File: src/rtl/cap_timer_pkg.sv
package cap_timer_pkg;
  localparam int DW = 32;
  localparam int AW = 3;

  typedef enum logic [AW-1:0] {
    A_CTRL   = 3'd0,
    A_COUNT  = 3'd1,
    A_RELOAD = 3'd2,
    A_CAPT   = 3'd3,
    A_RAW    = 3'd4,
    A_MASKED = 3'd5,
    A_IEN    = 3'd6,
    A_SRST   = 3'd7
  } reg_addr_e;

  // control field positions; the edge field bits are decoded individually
  localparam int C_RUN  = 0;
  localparam int C_AUTO = 1;
  localparam int C_EDGE_LO = 2;
  localparam int C_DIR  = 4;
  localparam int CTRL_W = 5;

  typedef struct packed {
    logic       dir_out;
    logic [1:0] edge_sel;  // bit0 rising, bit1 falling
    logic       autoload;
    logic       run;
  } ctrl_t;
endpackage

File: src/rtl/cap_timer_sync.sv
module cap_timer_sync #(
  parameter int STAGES = 2
) (
  input  logic clk,
  input  logic rst_n,
  input  logic clr,
  input  logic pin,
  output logic rise,
  output logic fall
);
  logic [STAGES-1:0] chain;
  logic              prev;

  genvar g;
  generate
    for (g = 0; g < STAGES; g++) begin : g_stage
      if (g == 0) begin : g_first
        always_ff @(posedge clk or negedge rst_n)
          if (!rst_n)   chain[0] <= 1'b0;
          else if (clr) chain[0] <= 1'b0;
          else          chain[0] <= pin;
      end else begin : g_next
        always_ff @(posedge clk or negedge rst_n)
          if (!rst_n)   chain[g] <= 1'b0;
          else if (clr) chain[g] <= 1'b0;
          else          chain[g] <= chain[g-1];
      end
    end
  endgenerate

  always_ff @(posedge clk or negedge rst_n)
    if (!rst_n)   prev <= 1'b0;
    else if (clr) prev <= 1'b0;
    else          prev <= chain[STAGES-1];

  assign rise = chain[STAGES-1] & ~prev;
  assign fall = ~chain[STAGES-1] & prev;
endmodule

File: src/rtl/cap_timer_counter.sv
module cap_timer_counter #(
  parameter int W = 32
) (
  input  logic         clk,
  input  logic         rst_n,
  input  logic         clr,
  input  logic         run,
  input  logic         autoload,
  input  logic         load_we,
  input  logic [W-1:0] load_val,
  input  logic [W-1:0] reload,
  output logic [W-1:0] count
);
  localparam logic [W-1:0] TOP = '1;

  always_ff @(posedge clk or negedge rst_n)
    if (!rst_n)                count <= '0;
    else if (clr)              count <= '0;
    else if (load_we)          count <= load_val;
    else if (run) begin
      if (count == TOP)        count <= autoload ? reload : '0;
      else                     count <= count + 1'b1;
    end


  count_hold_chk: assert property (@(posedge clk) disable iff (!rst_n)
    (!run && !load_we && !clr) |=> $stable(count));

  wrap_chk: assert property (@(posedge clk) disable iff (!rst_n)
    (run && !load_we && !clr && count == TOP) |=>
      count == ($past(autoload) ? $past(reload) : '0));
endmodule

File: src/rtl/cap_timer_capture.sv
module cap_timer_capture #(
  parameter int W = 32
) (
  input  logic         clk,
  input  logic         rst_n,
  input  logic         clr,
  input  logic         hit,
  input  logic         ack,
  input  logic [W-1:0] count,
  output logic [W-1:0] cap_val,
  output logic         flag
);
  logic armed;
  assign armed = ~flag | ack;

  always_ff @(posedge clk or negedge rst_n)
    if (!rst_n) begin
      cap_val <= '0;
      flag    <= 1'b0;
    end else if (clr) begin
      cap_val <= '0;
      flag    <= 1'b0;
    end else begin
      if (hit && armed) cap_val <= count;
      if (hit && armed) flag <= 1'b1;
      else if (ack)     flag <= 1'b0;
    end


  hold_while_pending_chk: assert property (@(posedge clk) disable iff (!rst_n)
    (flag && !ack && !clr) |=> $stable(cap_val));

  flag_source_chk: assert property (@(posedge clk) disable iff (!rst_n)
    $rose(flag) |-> $past(hit));
endmodule

File: src/rtl/cap_timer.sv
module cap_timer
  import cap_timer_pkg::*;
#(
  parameter int SYNC_STAGES = 2,
  parameter int RST_CYCLES  = 4
) (
  input  logic          clk,
  input  logic          rst_n,
  input  logic          reg_wr,
  input  logic [AW-1:0] reg_addr,
  input  logic [DW-1:0] reg_wdata,
  output logic [DW-1:0] reg_rdata,
  input  logic          cap_pin,
  output logic          pin_oe,
  output logic          irq
);
  localparam int RCW = $clog2(RST_CYCLES + 1);

  ctrl_t          ctrl;
  logic [DW-1:0]  reload;
  logic           ien;
  logic [RCW-1:0] rst_cnt;
  logic           busy;
  logic [DW-1:0]  count, cap_val;
  logic           flag, rise, fall, hit, ack;
  logic           wr_ok;

  assign busy  = (rst_cnt != '0);
  assign wr_ok = reg_wr & ~busy;

  always_ff @(posedge clk or negedge rst_n)
    if (!rst_n)                            rst_cnt <= '0;
    else if (wr_ok && reg_addr == A_SRST && reg_wdata[0])
                                           rst_cnt <= RCW'(RST_CYCLES);
    else if (busy)                         rst_cnt <= rst_cnt - 1'b1;

  always_ff @(posedge clk or negedge rst_n)
    if (!rst_n) begin
      ctrl   <= '0;
      reload <= '0;
      ien    <= 1'b0;
    end else if (busy) begin
      ctrl   <= '0;
      reload <= '0;
      ien    <= 1'b0;
    end else if (wr_ok) begin
      case (reg_addr)
        A_CTRL:   ctrl   <= ctrl_t'(reg_wdata[CTRL_W-1:0]);
        A_RELOAD: reload <= reg_wdata;
        A_IEN:    ien    <= reg_wdata[0];
        default:  ;
      endcase
    end

  cap_timer_sync #(.STAGES(SYNC_STAGES)) u_sync (
    .clk(clk), .rst_n(rst_n), .clr(busy), .pin(cap_pin),
    .rise(rise), .fall(fall)
  );

  cap_timer_counter #(.W(DW)) u_cnt (
    .clk(clk), .rst_n(rst_n), .clr(busy),
    .run(ctrl.run), .autoload(ctrl.autoload),
    .load_we(wr_ok && reg_addr == A_COUNT), .load_val(reg_wdata),
    .reload(reload), .count(count)
  );

  assign hit = ~ctrl.dir_out &
               ((ctrl.edge_sel[0] & rise) | (ctrl.edge_sel[1] & fall));
  assign ack = wr_ok && reg_addr == A_MASKED && reg_wdata[0];

  cap_timer_capture #(.W(DW)) u_cap (
    .clk(clk), .rst_n(rst_n), .clr(busy), .hit(hit), .ack(ack),
    .count(count), .cap_val(cap_val), .flag(flag)
  );

  assign pin_oe = ctrl.dir_out;
  assign irq    = flag & ien;

  always_comb begin
    reg_rdata = '0;
    case (reg_addr)
      A_CTRL:   reg_rdata[CTRL_W-1:0] = ctrl;
      A_COUNT:  reg_rdata = count;
      A_RELOAD: reg_rdata = reload;
      A_CAPT:   reg_rdata = cap_val;
      A_RAW:    reg_rdata[0] = flag;
      A_MASKED: reg_rdata[0] = flag & ien;
      A_IEN:    reg_rdata[0] = ien;
      A_SRST:   reg_rdata[0] = busy;
      default:  ;
    endcase
  end


  sreset_hold_chk: assert property (@(posedge clk) disable iff (!rst_n)
    busy |=> (ctrl == '0 && !flag));

  dir_blocks_capture_chk: assert property (@(posedge clk) disable iff (!rst_n)
    (ctrl.dir_out && !flag) |=> !flag);

  irq_needs_enable_chk: assert property (@(posedge clk) disable iff (!rst_n)
    (!ien && !(wr_ok && reg_addr == A_IEN)) |=> !irq);
endmodule

File: config.mk
export PLATFORM = sky130hd
export DESIGN_NAME = cap_timer
export DESIGN_NICKNAME = d
export VERILOG_FILES = /design/src/rtl/cap_timer_pkg.sv /design/src/rtl/cap_timer_sync.sv /design/src/rtl/cap_timer_counter.sv /design/src/rtl/cap_timer_capture.sv /design/src/rtl/cap_timer.sv
export SDC_FILE = /design/constraint.sdc
export NUM_CORES = 1
export LEC_CHECK = 0
export BUFFER_PORTS_ARGS = -buffer_cell sky130_fd_sc_hd__buf_2
export CORE_ASPECT_RATIO = 0.75
export CORE_MARGIN = 2
export CORE_UTILIZATION = 45
export DETAILED_ROUTE_END_ITERATION = 10
export GPL_TIMING_DRIVEN = 0
export SLEW_MARGIN = 20
export SYNTH_ARGS = -nofsm -noshare
export SYNTH_HDL_FRONTEND = slang
export SYNTH_SLANG_ARGS = --single-unit
File: constraint.sdc
create_clock -name clk -period 2.9 [get_ports clk]
set_clock_uncertainty 0.1 [all_clocks]
set_input_delay 0.58 -clock clk [delete_from_list [all_inputs] [get_ports clk]]
set_output_delay 0.58 -clock clk [all_outputs]
set_load 0.01 [all_outputs]
==> summary.md <==
| Metric | Value |
|---|---|
| CP arrival | `just over 3 ns` |
| H-tree depth | `3` |
| Die Ht | `110 um` |
| Syn Inst Count | `811` |
| Gr usage total | `between 30% and 40%` |
| Distinct cells, synth | `61` |
| Synthesized flop and latch total | `around 110` |
| Fmax achieved | `~0.34 GHz` |
| Via count | `6893` |
| Top cell by count, worst path | `clkbuf_1` |
| CP Launch Type | `register` |
| Least-Margin Pin Slew | `1.17 ns` |
| Area of the mapped netlist | `6740 um2` |
| Total negative slack | `-1.05 ns` |
| CP Cell Sequence | `inv_1 -> ha_1 -> nand2b_1 -> clkbuf_1 -> buf_6 -> clkbuf_1 -> clkbuf_1 -> a21oi_1` |
| RSZ-0062 raised after global routing | `true` |
| Crit Path Category | `register to register` |
| Total Routed Length | `26200 um` |
| Final Setup Violations | `29` |
| Fin util | `53.1%` |
| CORE AREA | `14500 um2` |
| Final slew viol count | `0` |
| Max-Slew Margin vs Limit | `21.7%` |
| Port Buffer Count | `72` |
| Worst Reg-to-Reg Cells | `8` |
| Layout area overhead | `14.6%` |
| TritonCTS clock tree | `built` |
| ANT nets after route | `0` |
| Sequential area share after synthesis | `around two fifths` |
| Peak supply drop | `between 200 and 300 uV` |
| Residual DRC | `0` |
| Number of global-route vias before repair | `6528` |
| Tcrit/Tclk final | `103%` |
| Post-route setup slack | `-0.0761 ns` |
| Most common cell after layout, fill and taps aside | `nand2_1` |
| CP Data Required Time | `3.01 ns` |
| CTS Sinks | `about 110` |
| Setup crit end kind | `register` |
| Row cnt | `38` |
| Starting density of the core | `46.3%` |
| Share of layout cells above drive strength 1 | `18.2%` |
| DIE AREA | `16000 um2` |
| Reg-to-reg slack, setup | `-0.08 ns` |
| Worst-Skew Late Latency | `0.37 ns` |
| Fillers | `1446` |
| EDFF count, synth | `0` |
| Root buffer cell | `clkbuf_16` |
| Ports | `73` |
| Most frequent cells in the layout | `nand2_1, a21oi_1, dfrtp_1, buf_2, nor2_1` |
| TritonCTS buffer count | `9` |
| Antenna diode count | `0` |
| Hold Crit Class | `input pin to asynchronous set/reset pin` |
| CP peak stage delay | `0.63 ns` |
| Syn_nets | `853` |
| Max stage delay cell, worst path | `clkbuf_1` |
| Leakage Power | `3.14 nW` |
| CTS Buffer Depth | `2` |
| Crit path max fanout | `10` |
| Largest net degree at the start of global routing | `60` |
| FF-to-FF Start | `rst_cnt[0]` |
| Grt total ovfl | `0` |
| First-pass GRT wire length | `39700 um` |
| Clock transition at the registers of the reported paths | `0.07 ns` |
| Reg2reg end | `u_cap.cap_val[30]` |
| Fin nets | `roughly 940` |
| Routability cong. | `0.964` |
| Initial DRT Pass Iterations | `6` |
| Max cap viols | `0` |
| Status | `complete, but fails checks` |
| DR vias/cell | `6.25` |
| Synth warn | `0` |
| Final HPWL DP | `18200 um` |
| Avg Inst Size Synth | `8.31 um2` |
| Fin cells | `around 1.1k` |
| 1st-iter DRT viols | `853` |
| Pre-CTS WS | `-0.724 ns` |
| Ys flop type | `dfrtp_1` |
| Design area | `7720 um2` |
| Crit path launch | `rst_cnt[0]` |
| Cells after DPL | `1084` |
| Placed cell area | `7380 um2` |
| Final min period | `2.98 ns` |
| Pwr Density | `465 nW/um2` |
| Die W | `145 um` |
| Drt wl/cell | `23.7 um` |
| Async set-reset flop share out of synthesis | `100%` |
| Final Hold Fails | `0` |
| Failing checks | `negative setup slack` |
| Antenna violations before repair | `0` |
==> sequential cells by signal (all words and copies together) (netlist names) <==
register       cells
u_cnt.count       32
reload            32
u_cap.cap_val     32
u_cap.flag         1
ien                1
rst_cnt            3
ctrl               4
u_sync.chain       2
u_sync.prev        1
pin_oe             1
==> worst max path at each step <==
stage	slack [ns]	endpoint	cells past startpoint
after floorplan	0.46	reg_rdata[10]	5
after global placement	-0.75	reg_rdata[14]	7
after detailed placement	-0.72	reg_rdata[19]	7
after CTS	0.0009	reload[22]	8
after global routing	-0.17	u_cap.cap_val[21]	8
final	-0.08	u_cap.cap_val[30]	8
==> routing by layer <==
metal  routed length (um)  part of all wire [%]  GRT usage (%)  vias to the layer above
met3                 2540                   9.7           6.13                       42
met5                    0                     0              0                        -
met1                11500                    44           48.5                     3407
li1                     -                     -              -                     3043
met4                  704                   2.7           12.2                        0
met2                11400                    44           50.0                      401
==> timing repair <==
action,CTS,global route
hold buffers,0,0
setup buffers,0,3
resized for setup,27,15
setup endpoints to repair,40,87
gates cloned,0,0
pin swaps,0,1
==> cells by family (layout without fill, tap and decap cells) <==
| kind of cell | after synthesis | in the layout | synth area share [%] |
|---|---|---|---|
| compound gates | 207 | 207 | 18.4 |
| xor+xnor | 12 | 12 | 1.56 |
| fa+ha+maj | 3 | 3 | 0.557 |
| buf+inv | 77 | 168 | 5.94 |
| flops | 109 | 109 | 40.5 |
| mux | 43 | 43 | 7.84 |
| simple gates | 360 | 360 | 25.2 |
==> power breakdown <==
| part | internal [mW] | switching (mW) | leakage [nW] | total [mW] |
|---|---|---|---|---|
| clock | 0.588 | 0.624 | 0.122 | 1.21 |
| combinational | 0.203 | 0.580 | 1.51 | 0.783 |
| sequential | 1.56 | 0.0365 | 1.52 | 1.59 |
==> cells in the mapped netlist, types with 3 or more instances <==
master,number,area (um2)
nand2_1,164,616
a21oi_1,113,566
dfrtp_1,109,2730
nor2_1,57,214
nand3_1,51,255
clkbuf_1,42,158
mux2_2,28,315
a22oi_1,27,203
o21ai_0,21,105
o211ai_1,13,97.6
and2_1,10,62.6
mux2i_1,10,100
nand3b_1,10,75.1
nand4_1,10,62.6
nor3_1,10,50.1
or3_1,10,62.6
xnor2_1,9,78.8
and3_1,8,50.1
and4_1,8,70.1
buf_1,8,30.0
buf_6,8,90.1
inv_1,8,30.0
a22o_1,7,61.3
mux4_2,5,113
nor2b_1,5,31.3
a21o_1,4,30.0
buf_2,4,20.0
nor3b_1,4,30.0
a211oi_1,3,22.5
a31oi_1,3,18.8
ha_1,3,37.5
nand2b_1,3,18.8
nor4_1,3,18.8
xor2_1,3,26.3
==> stage by stage <==
step	total power, mW	hold WS [ns]
after global placement	2.33	0.337
final	3.59	0.0911
after CTS	3.54	0.120
after floorplan	1.99	0.184
after detailed placement	2.35	0.355
after global routing	3.68	0.140
==> layout make-up <==
class	instances	area (um2)	share of cell area, %
Clock buffer	11	233	3.01
Buffer	68	400	5.18
Timing Repair Buffer	76	417	5.39
Clock inverter	5	36.3	0.470
Inverter	8	30.0	0.389
Tap cell	200	250	3.24
Sequential cell	109	2730	35.3
Multi-Input combinational cell	625	3630	47.0
==> critical path: cells and delay by family, from the launching register on <==
kind                       cells  cell delay, ns
and+or+nand+nor                1            0.08
AOI/OAI and AO/OA              1            0.10
adders and majority gates      1            0.22
buffers and inverters          5            1.94
DFF                            1            0.38
Note: power is estimated with default switching activity, not from simulation.
